==> src/rtl/btn_rpt_pkg.sv <==
package btn_rpt_pkg;

  localparam int MAX_BTN = 16;

  typedef struct packed {
    logic [7:0] hi;
    logic [7:0] lo;
  } rpt_bytes_t;

  // Mask with one bit set for every wired button position.
  function automatic logic [MAX_BTN-1:0] btn_mask(input int n);
    logic [MAX_BTN-1:0] m;
    m = '0;
    for (int i = 0; i < MAX_BTN; i++) begin
      if (i < n) m[i] = 1'b1;
    end
    return m;
  endfunction

  // Split a button state into the two report bytes, unused bits cleared.
  function automatic rpt_bytes_t pack_report(input logic [MAX_BTN-1:0] st, input int n);
    logic [MAX_BTN-1:0] v;
    rpt_bytes_t r;
    v = st & btn_mask(n);
    r.lo = v[7:0];
    r.hi = v[15:8];
    return r;
  endfunction

  // A poll is a change if nothing was reported yet or the state moved.
  function automatic logic is_change(input logic never_sent,
                                     input logic [MAX_BTN-1:0] now_st,
                                     input logic [MAX_BTN-1:0] ref_st);
    return never_sent || (now_st != ref_st);
  endfunction

endpackage

==> src/rtl/btn_sync2.sv <==
module btn_sync2 #(
  parameter int WIDTH = 16
) (
  input  logic             clk,
  input  logic             rst_n,
  input  logic [WIDTH-1:0] async_i,
  output logic [WIDTH-1:0] sync_o
);

  for (genvar g = 0; g < WIDTH; g++) begin : g_bit
    logic meta_q;
    logic stab_q;
    always_ff @(posedge clk or negedge rst_n) begin
      if (!rst_n) begin
        meta_q <= 1'b0;
        stab_q <= 1'b0;
      end else begin
        meta_q <= async_i[g];
        stab_q <= meta_q;
      end
    end
    assign sync_o[g] = stab_q;
  end

endmodule

==> src/rtl/poll_divider.sv <==
module poll_divider #(
  parameter int POLL_CYCLES = 2_125_000
) (
  input  logic clk,
  input  logic rst_n,
  output logic poll_tick_o
);

  localparam int CW = $clog2(POLL_CYCLES + 1);
  localparam logic [CW-1:0] LAST = CW'(POLL_CYCLES - 1);

  logic [CW-1:0] cnt_q;
  logic          wrap;

  assign wrap = (cnt_q == LAST);

  always_ff @(posedge clk or negedge rst_n) begin
    if (!rst_n)    cnt_q <= '0;
    else if (wrap) cnt_q <= '0;
    else           cnt_q <= cnt_q + 1'b1;
  end

  assign poll_tick_o = wrap;


  cnt_range_chk: assert property (@(posedge clk) disable iff (!rst_n)
    cnt_q <= LAST);


  tick_restart_chk: assert property (@(posedge clk) disable iff (!rst_n)
    poll_tick_o |=> (cnt_q == '0));

endmodule

==> src/rtl/report_slot.sv <==
module report_slot
  import btn_rpt_pkg::*;
#(
  parameter int NUM_BTN = 16
) (
  input  logic               clk,
  input  logic               rst_n,
  input  logic               enable_i,
  input  logic               poll_tick_i,
  input  logic [MAX_BTN-1:0] sample_i,
  input  logic               ep_ready_i,
  output logic               valid_o,
  output logic [MAX_BTN-1:0] payload_o
);

  logic               valid_q, valid_d;
  logic [MAX_BTN-1:0] payload_q, payload_d;
  logic [MAX_BTN-1:0] last_q;
  logic               fresh_q;

  // Named internal events for the checks below.
  logic               accept_ev;
  logic               poll_ev;
  logic               change_ev;
  logic [MAX_BTN-1:0] ref_state;
  logic               ref_fresh;

  assign accept_ev = valid_q && ep_ready_i;
  assign poll_ev   = enable_i && poll_tick_i;
  assign ref_state = accept_ev ? payload_q : last_q;
  assign ref_fresh = accept_ev ? 1'b0 : fresh_q;
  assign change_ev = is_change(ref_fresh, sample_i & btn_mask(NUM_BTN), ref_state);

  always_comb begin
    valid_d   = valid_q;
    payload_d = payload_q;
    if (!enable_i) begin
      valid_d = 1'b0;
    end else begin
      if (accept_ev) valid_d = 1'b0;
      if (poll_ev) begin
        if (valid_q && !accept_ev) begin
          payload_d = sample_i & btn_mask(NUM_BTN);
        end else if (change_ev) begin
          valid_d   = 1'b1;
          payload_d = sample_i & btn_mask(NUM_BTN);
        end
      end
    end
  end

  always_ff @(posedge clk or negedge rst_n) begin
    if (!rst_n) begin
      valid_q   <= 1'b0;
      payload_q <= '0;
      last_q    <= '0;
      fresh_q   <= 1'b1;
    end else begin
      valid_q   <= valid_d;
      payload_q <= payload_d;
      if (accept_ev) begin
        last_q  <= payload_q;
        fresh_q <= 1'b0;
      end
    end
  end

  assign valid_o   = valid_q;
  assign payload_o = payload_q;


  rise_on_poll_chk: assert property (@(posedge clk) disable iff (!rst_n)
    $rose(valid_q) |-> $past(poll_ev));


  gate_drop_chk: assert property (@(posedge clk) disable iff (!rst_n)
    !enable_i |=> !valid_q);


  hold_pending_chk: assert property (@(posedge clk) disable iff (!rst_n)
    (valid_q && !ep_ready_i && enable_i && !poll_tick_i) |=> (valid_q && $stable(payload_q)));


  accept_clear_chk: assert property (@(posedge clk) disable iff (!rst_n)
    (accept_ev && !poll_ev) |=> !valid_q);


  ref_on_accept_chk: assert property (@(posedge clk) disable iff (!rst_n)
    !accept_ev |=> $stable(last_q));

endmodule

==> src/rtl/btn_change_reporter.sv <==
module btn_change_reporter
  import btn_rpt_pkg::*;
#(
  parameter int NUM_BTN     = 16,
  parameter int POLL_CYCLES = 2_125_000
) (
  input  logic               clk,
  input  logic               rst_n,
  input  logic [NUM_BTN-1:0] btn_i,
  input  logic               hid_en_i,
  input  logic               hid_desc_i,
  input  logic               ep_ready_i,
  output logic               rpt_valid_o,
  output logic [7:0]         rpt_byte0_o,
  output logic [7:0]         rpt_byte1_o
);

  localparam logic [MAX_BTN-1:0] WIRED = btn_mask(NUM_BTN);

  logic [NUM_BTN-1:0] btn_s;
  logic [MAX_BTN-1:0] btn_wide;
  logic               poll_tick;
  logic               gate_open;
  logic               slot_valid;
  logic [MAX_BTN-1:0] slot_payload;
  rpt_bytes_t         rpt;
  logic [MAX_BTN-1:0] rpt_word;

  btn_sync2 #(.WIDTH(NUM_BTN)) sync_i (
    .clk     (clk),
    .rst_n   (rst_n),
    .async_i (btn_i),
    .sync_o  (btn_s)
  );

  poll_divider #(.POLL_CYCLES(POLL_CYCLES)) div_i (
    .clk         (clk),
    .rst_n       (rst_n),
    .poll_tick_o (poll_tick)
  );

  always_comb begin
    btn_wide = '0;
    btn_wide[NUM_BTN-1:0] = btn_s;
  end

  assign gate_open = hid_en_i && hid_desc_i;

  report_slot #(.NUM_BTN(NUM_BTN)) slot_i (
    .clk         (clk),
    .rst_n       (rst_n),
    .enable_i    (gate_open),
    .poll_tick_i (poll_tick),
    .sample_i    (btn_wide),
    .ep_ready_i  (ep_ready_i),
    .valid_o     (slot_valid),
    .payload_o   (slot_payload)
  );

  always_comb begin
    rpt = pack_report(slot_payload, NUM_BTN);
    if (!slot_valid) rpt = '0;
  end

  assign rpt_valid_o = slot_valid;
  assign rpt_byte0_o = rpt.lo;
  assign rpt_byte1_o = rpt.hi;
  assign rpt_word    = {rpt_byte1_o, rpt_byte0_o};


  unused_zero_chk: assert property (@(posedge clk) disable iff (!rst_n)
    (rpt_word & ~WIRED) == '0);


  idle_zero_chk: assert property (@(posedge clk) disable iff (!rst_n)
    !rpt_valid_o |-> (rpt_word == '0));

endmodule

==> config.mk <==
export PLATFORM = sky130hd
export DESIGN_NAME = btn_change_reporter
export DESIGN_NICKNAME = d
export VERILOG_FILES = /design/src/rtl/btn_rpt_pkg.sv /design/src/rtl/btn_sync2.sv /design/src/rtl/poll_divider.sv /design/src/rtl/report_slot.sv /design/src/rtl/btn_change_reporter.sv
export SDC_FILE = /design/constraint.sdc
export NUM_CORES = 1
export LEC_CHECK = 0
export BUFFER_PORTS_ARGS = -buffer_cell sky130_fd_sc_hd__buf_2
export CORE_MARGIN = 2
export CORE_UTILIZATION = 63
export CTS_CLUSTER_SIZE = 24
export DETAILED_ROUTE_END_ITERATION = 12
export GPL_TIMING_DRIVEN = 0
export PLACE_DENSITY = 0.82
export SKIP_CTS_REPAIR_TIMING = 1
export SYNTH_ARGS = -nofsm -noshare
export SYNTH_HDL_FRONTEND = slang
export SYNTH_HIERARCHICAL = 1
export SYNTH_SLANG_ARGS = --single-unit
==> constraint.sdc <==
create_clock -name clk -period 6.2 [get_ports clk]
set_input_delay 0.31 -clock clk [delete_from_list [all_inputs] [get_ports clk]]
set_output_delay 0.31 -clock clk [all_outputs]
set_load 0.005 [all_outputs]
## Yosys cells after proc, flatten, opt, wreduce, memory -nomap -nowiden

Index checks and enable logic that the tools add are counted.

| storage, ports and cells | value |
|---|---|
| register bits | 88 |
| input port bits | 21 |
| output and inout bits | 17 |

| cells by class | value |
|---|---|
| $add $sub $neg | 1 |
| equal/unequal tests | 2 |
| multiplexer cells | 11 |
| reduce and logical (&&, ||, !) cells | 8 |

Operator list:

| operator | count |
|---|---|
| 16-bit two-way mux | 4 |
| 22-bit by 1-bit adder with 22-bit output (second input constant) | 1 |
| 22-bit == test (second input constant) | 1 |
| 22-bit two-way mux | 1 |
| 16-bit inequality test | 1 |
| 1-bit two-way mux | 6 |
| 1-bit logical AND | 4 |
| 3-bit AND reduction | 1 |
| 2-bit nonzero test | 1 |
| 1-bit logical NOT | 1 |
| 1-bit logical OR | 1 |

## Logic depth before layout (Yosys ltp)

| depth | value |
|---|---|
| depth in word-level cells | 8 |
| depth in mapped cells | 9 |
| depth with buffers taken out | 7 |

## Cells and area by module

Netlist, hierarchy kept.

Modules (own cells, without submodules):

| module | times used | cells an instance | area each (sq um) |
|---|---|---|---|
| report_slot | 1 | 166 | 1785.5 |
| poll_divider | 1 | 98 | 1089.8 |
| btn_sync2 | 1 | 48 | 920.9 |
| btn_change_reporter | 1 | 18 | 132.6 |

## Worst setup path after synthesis

Ideal clock, no wire load.

| path | value |
|---|---|
| path kind | reg2reg |
| start | register div_i.cnt_q[0] |
| end | register slot_i.payload_q[10], in the netlist slot_i/payload_o[10] |
| setup time | 0.125 ns |
| arrival | 2.316 ns |
| data required time | 6.075 ns |
| setup slack | 3.759 ns |
| cell stages (with the launch flop) | 10 |
| cell sequence | dfrtp_1 > ha_1 > nor4b_1 > nand4_1 > nor4_2 > buf_2 > nand2_1 > a21oi_2 > buf_6 > mux2_4 |

| on the way | value |
|---|---|
| cells in the longest elaborated chain, start to end | 3 |

Ends and longest elaborated chain:

| what | RTL line | RTL |
|---|---|---|
| start, declared | poll_divider.sv:12 | `logic [CW-1:0] cnt_q;` |
| start signal, assigned | poll_divider.sv:20 | `else cnt_q <= cnt_q + 1'b1;` |
| 22-bit == test | poll_divider.sv:15 | `assign wrap = (cnt_q == LAST);` |
| net poll_tick | btn_change_reporter.sv:22 | `logic poll_tick;` |
| 1-bit logical AND | report_slot.sv:29 | `assign poll_ev = enable_i && poll_tick_i;` |
| 3-bit AND reduction (no source line) | - |  |
| end signal, assigned | report_slot.sv:60 | `payload_q <= payload_d;` |
| end, declared | report_slot.sv:17 | `logic [MAX_BTN-1:0] payload_q, payload_d;` |

The timed path passes the listed nets, and every way through them passes these cells.
A chain may end at the register's enable or synchronous reset.

## Worst setup path after layout

| path | value |
|---|---|
| start | register slot_i.valid_q, in the netlist slot_i/valid_o |
| end | register slot_i.payload_q[9], in the netlist slot_i/payload_o[9] |

| on the way | value |
|---|---|
| cells in the longest elaborated chain, start to end | 6 |
| elaborated cells between the ends (all ways) | 10 |
| classes of those cells | eq/ne: 1; mux: 3; reduce/logical: 6 |

Ends and longest elaborated chain:

| what | RTL line | RTL |
|---|---|---|
| start, declared | report_slot.sv:16 | `logic valid_q, valid_d;` |
| start signal, assigned | report_slot.sv:59 | `valid_q <= valid_d;` |
| 1-bit logical AND | report_slot.sv:28 | `assign accept_ev = valid_q && ep_ready_i;` |
| 16-bit two-way mux | report_slot.sv:30 | `assign ref_state = accept_ev ? payload_q : last_q;` |
| 16-bit inequality test | btn_rpt_pkg.sv:34 | `return never_sent \|\| (now_st != ref_st);` |
| 1-bit logical OR | btn_rpt_pkg.sv:34 |  |
| 2-bit nonzero test (no source line) | - |  |
| 3-bit AND reduction (no source line) | - |  |

Several ways; a longest one is shown, not always the timed one.

==> flow_summary_export.csv <==
group,metric,value,unit
status,status,"complete, no violations",
floorplanning,core,5990,sq um
synth,synth_top_area_share,55.4,%
hold_path,min_path_type,"in2reg",
grt,grt_pass1_vias,2605,
critical_path,r2r_end,"slot_i/payload_o[9]",
synth,yosys_warnings,6,
detailed_routing,antenna_left,0,
grt,grt_overflow,0,
detailed_routing,wire_per_inst,16.4,um
grt,grt_pass1_wl,12700,um
floorplanning,io_pins,38,
clock_tree,clk_latency,0.35,ns
cells_and_area,nets,403,
synth,syn_nets,353,
floorplanning,die_w,83.0,um
detailed_routing,vias,2553,
synth,yosysSeqAreaShare,56.1,%
clock_tree,clk_path_buf_depth,2,
synth,synth_seq_cells,88,
power,p_per_area,224,nW/um^2
flow_run,maxCapViolations,0,
cells_and_area,syn_to_final_growth,12.6,%
cells_and_area,design_area,4430,sq um
sta,tightest_slew,0.547,ns
clock_tree,cts_buffers,9,
critical_path,max_stage_delay,0.69,ns
synth,synth-edff-count,0,
cells_and_area,layout_common_cells,"dfrtp_1 (87), nand2_1 (46), buf_2 (37)",
synth,async_flop_share,100,%
hold_path,min_to,"sync_i/g_bit[14].meta_q",
cells_and_area,finish.utilization,73.9,%
synth,yosys.area.top_type,"dfrtp_1",
critical_path,crit_type,"reg2reg",
critical_path,reg2reg_slack,3.16,ns
sta,period_minus_slack,3.04,ns
clock_tree,cts_tree,"yes",
clock_tree,clk_pin_slew,0.09,ns
synth,synth_ff_type,"dfrtp_1",
critical_path,crit_family,"compound AO/OA/AOI/OAI gates",
critical_path,cp.buffers_inverters,2,
cells_and_area,antennaDiodeCount,0,
detailed_routing,drtIter0Drc,224,
floorplanning,rows,28,
sta,setup_tns,0,ns
synth,syn_inst,330,
power,leakage,2.16,nW
clock_tree,cts_sinks,88,
sta,final-hold-violation-count,0,
sta,period_share,49.1,%
power,ir_drop,0.000189,V
critical_path,worst-endpoint-required,6.44,ns
placed_design,hpwl,5200,um
critical_path,cpMaxStageDelayCell,"dfrtp_1",
critical_path,crit_arrival,3.29,ns
sta,grt_setup_unrepaired,"no",
detailed_routing,vias_per_cell,5.55,
critical_path,worstSetupEndpointType,"register",
clock_tree,clock_tree.htree_level_count,3,
critical_path,cp_max_fo,16,
synth,synth_area_leaders,"dfrtp_1 (55%), xnor2_1 (4.9%), nand2_1 (4.4%)",
sta,hold_slack,0.0539,ns
grt,grt_usage,23.2,%
synth,synth_area,3930,sq um
synth,syn_avg_cell_area,11.9,sq um
floorplanning,design.die.area,6880,sq um
placed_design,dpl_cell_area,4240,sq um
critical_path,reg2regPathDepth,8,
grt,grt_max_degree,57,
placed_design,place_congestion,0.861,
sta,final_max_slew_viol_count,0,
detailed_routing,wirelength,7520,um
detailed_routing,drtPass1Iterations,4,
sta,fmax,329,MHz
sta,skew,0.00726,ns
cells_and_area,final_common_cell,"dfrtp_1",
sta,setup_viol,0,
hold_path,hold_start,"btn_i[14]",
critical_path,crit_chain,"nand2_2, clkbuf_1, o2111a_1, o21ai_0, and4bb_1, a21oi_2, buf_6, mux2_4",
clock_tree,cts_root_buffer,"clkbuf_8",
power,p_total,993,uW
placed_design,port_buffers,37,
critical_path,startpoint_type,"register",
floorplanning,die_height,83.0,um
sta,relSlewSlack,63.5,%
hold_path,whs_path_depth,1,
floorplanning,start_util,65.6,%
synth,ys_types,54,
grt,antenna_found_initial,0,
cells_and_area,drive_gt1_share,30.1,%
critical_path,reg2reg_from,"slot_i/valid_o",
detailed_routing,drc,0,
[Yosys cell counts, types with 2 or more instances]
cell type	number
nand2b_1	4
a2111oi_0	4
buf_6	3
and2_2	12
ha_1	2
mux2_4	9
dfrtp_1	87
xor2_1	15
a21oi_1	5
xnor2_1	22
nand3_1	9
or2_2	3
nand4_1	11
nor2_1	11
nor4b_1	2
buf_4	16
inv_1	7
nor4_1	2
clkbuf_1	3
and4_4	2
o21ai_0	4
nand2_1	46
and3_1	3
nor2b_1	3
o31ai_1	2
and2_1	8
mux2_2	6
mux2i_1	3
[power by group]
| group | internal [mW] | total [mW] | switching (mW) |
|---|---|---|---|
| clock network | 0.150 | 0.362 | 0.212 |
| registers | 0.584 | 0.587 | 0.00282 |
| logic | 0.0198 | 0.0448 | 0.0250 |
[per-stage QoR]
| step | setup slack (ns) | std cells |
|---|---|---|
| final | 3.16 | 460 |
| after detailed placement | 3.23 | 443 |
| after floorplan | 3.76 | 330 |
| after CTS | 3.17 | 459 |
| after global routing | 2.91 | 460 |
| after global placement | 3.28 | 442 |
[worst max path at each step]
stage,start,to,slack (ns),depth (start not counted)
6_report,slot_i/valid_o,slot_i/payload_o[9],3.16,8
2_1_floorplan,div_i/cnt_q[0],slot_i/payload_o[10],3.76,9
3_5_place_dp,slot_i/valid_o,slot_i/payload_o[9],3.23,8
4_1_cts,slot_i/valid_o,slot_i/payload_o[9],3.17,8
3_3_place_gp,div_i/cnt_q[0],slot_i/payload_o[8],3.28,9
5_1_grt,div_i/cnt_q[0],slot_i/payload_o[9],2.91,9
[layout make-up]
type	instances	area [sq um]
buffer	23	170
clock buffer	9	124
clock inverter	7	53.8
fill	415	1570
inverter	7	26.3
multi-input combinational	212	1530
sequential	88	2200
tap	75	93.8
timing repair buffer	39	225
[metal layers]
layer	part of all wire (%)	global-route usage (%)	vias up
met5	0	0	-
met4	0.68	7.15	0
met3	4.8	5.47	7
met2	47	35.5	66
met1	47	33.4	1273
li1	-	-	1207
[cell families (layout without fill, tap and decap cells)]
group | Yosys count | count (layout) | share of synthesized area [%]
AO/OA/AOI/OAI | 27 | 27 | 5.67
multiplexers | 18 | 18 | 5.92
buffers and inverters | 30 | 85 | 5.00
flip-flops | 88 | 88 | 56.1
AND/OR/NAND/NOR | 128 | 128 | 18.4
adder cells (fa/ha/maj) | 2 | 2 | 0.637
XOR/XNOR | 37 | 37 | 8.25
[registers in the layout, summed over array words and instances, names as in the netlist]
register / flops
slot_i/valid_o: 1
sync_i/g_bit.meta_q: 16
slot_i/payload_o: 16
div_i/cnt_q: 22
slot_i/fresh_q: 1
sync_i/g_bit.stab_q: 16
slot_i/last_q: 16
No activity file was read; power rests on OpenSTA's default activity.
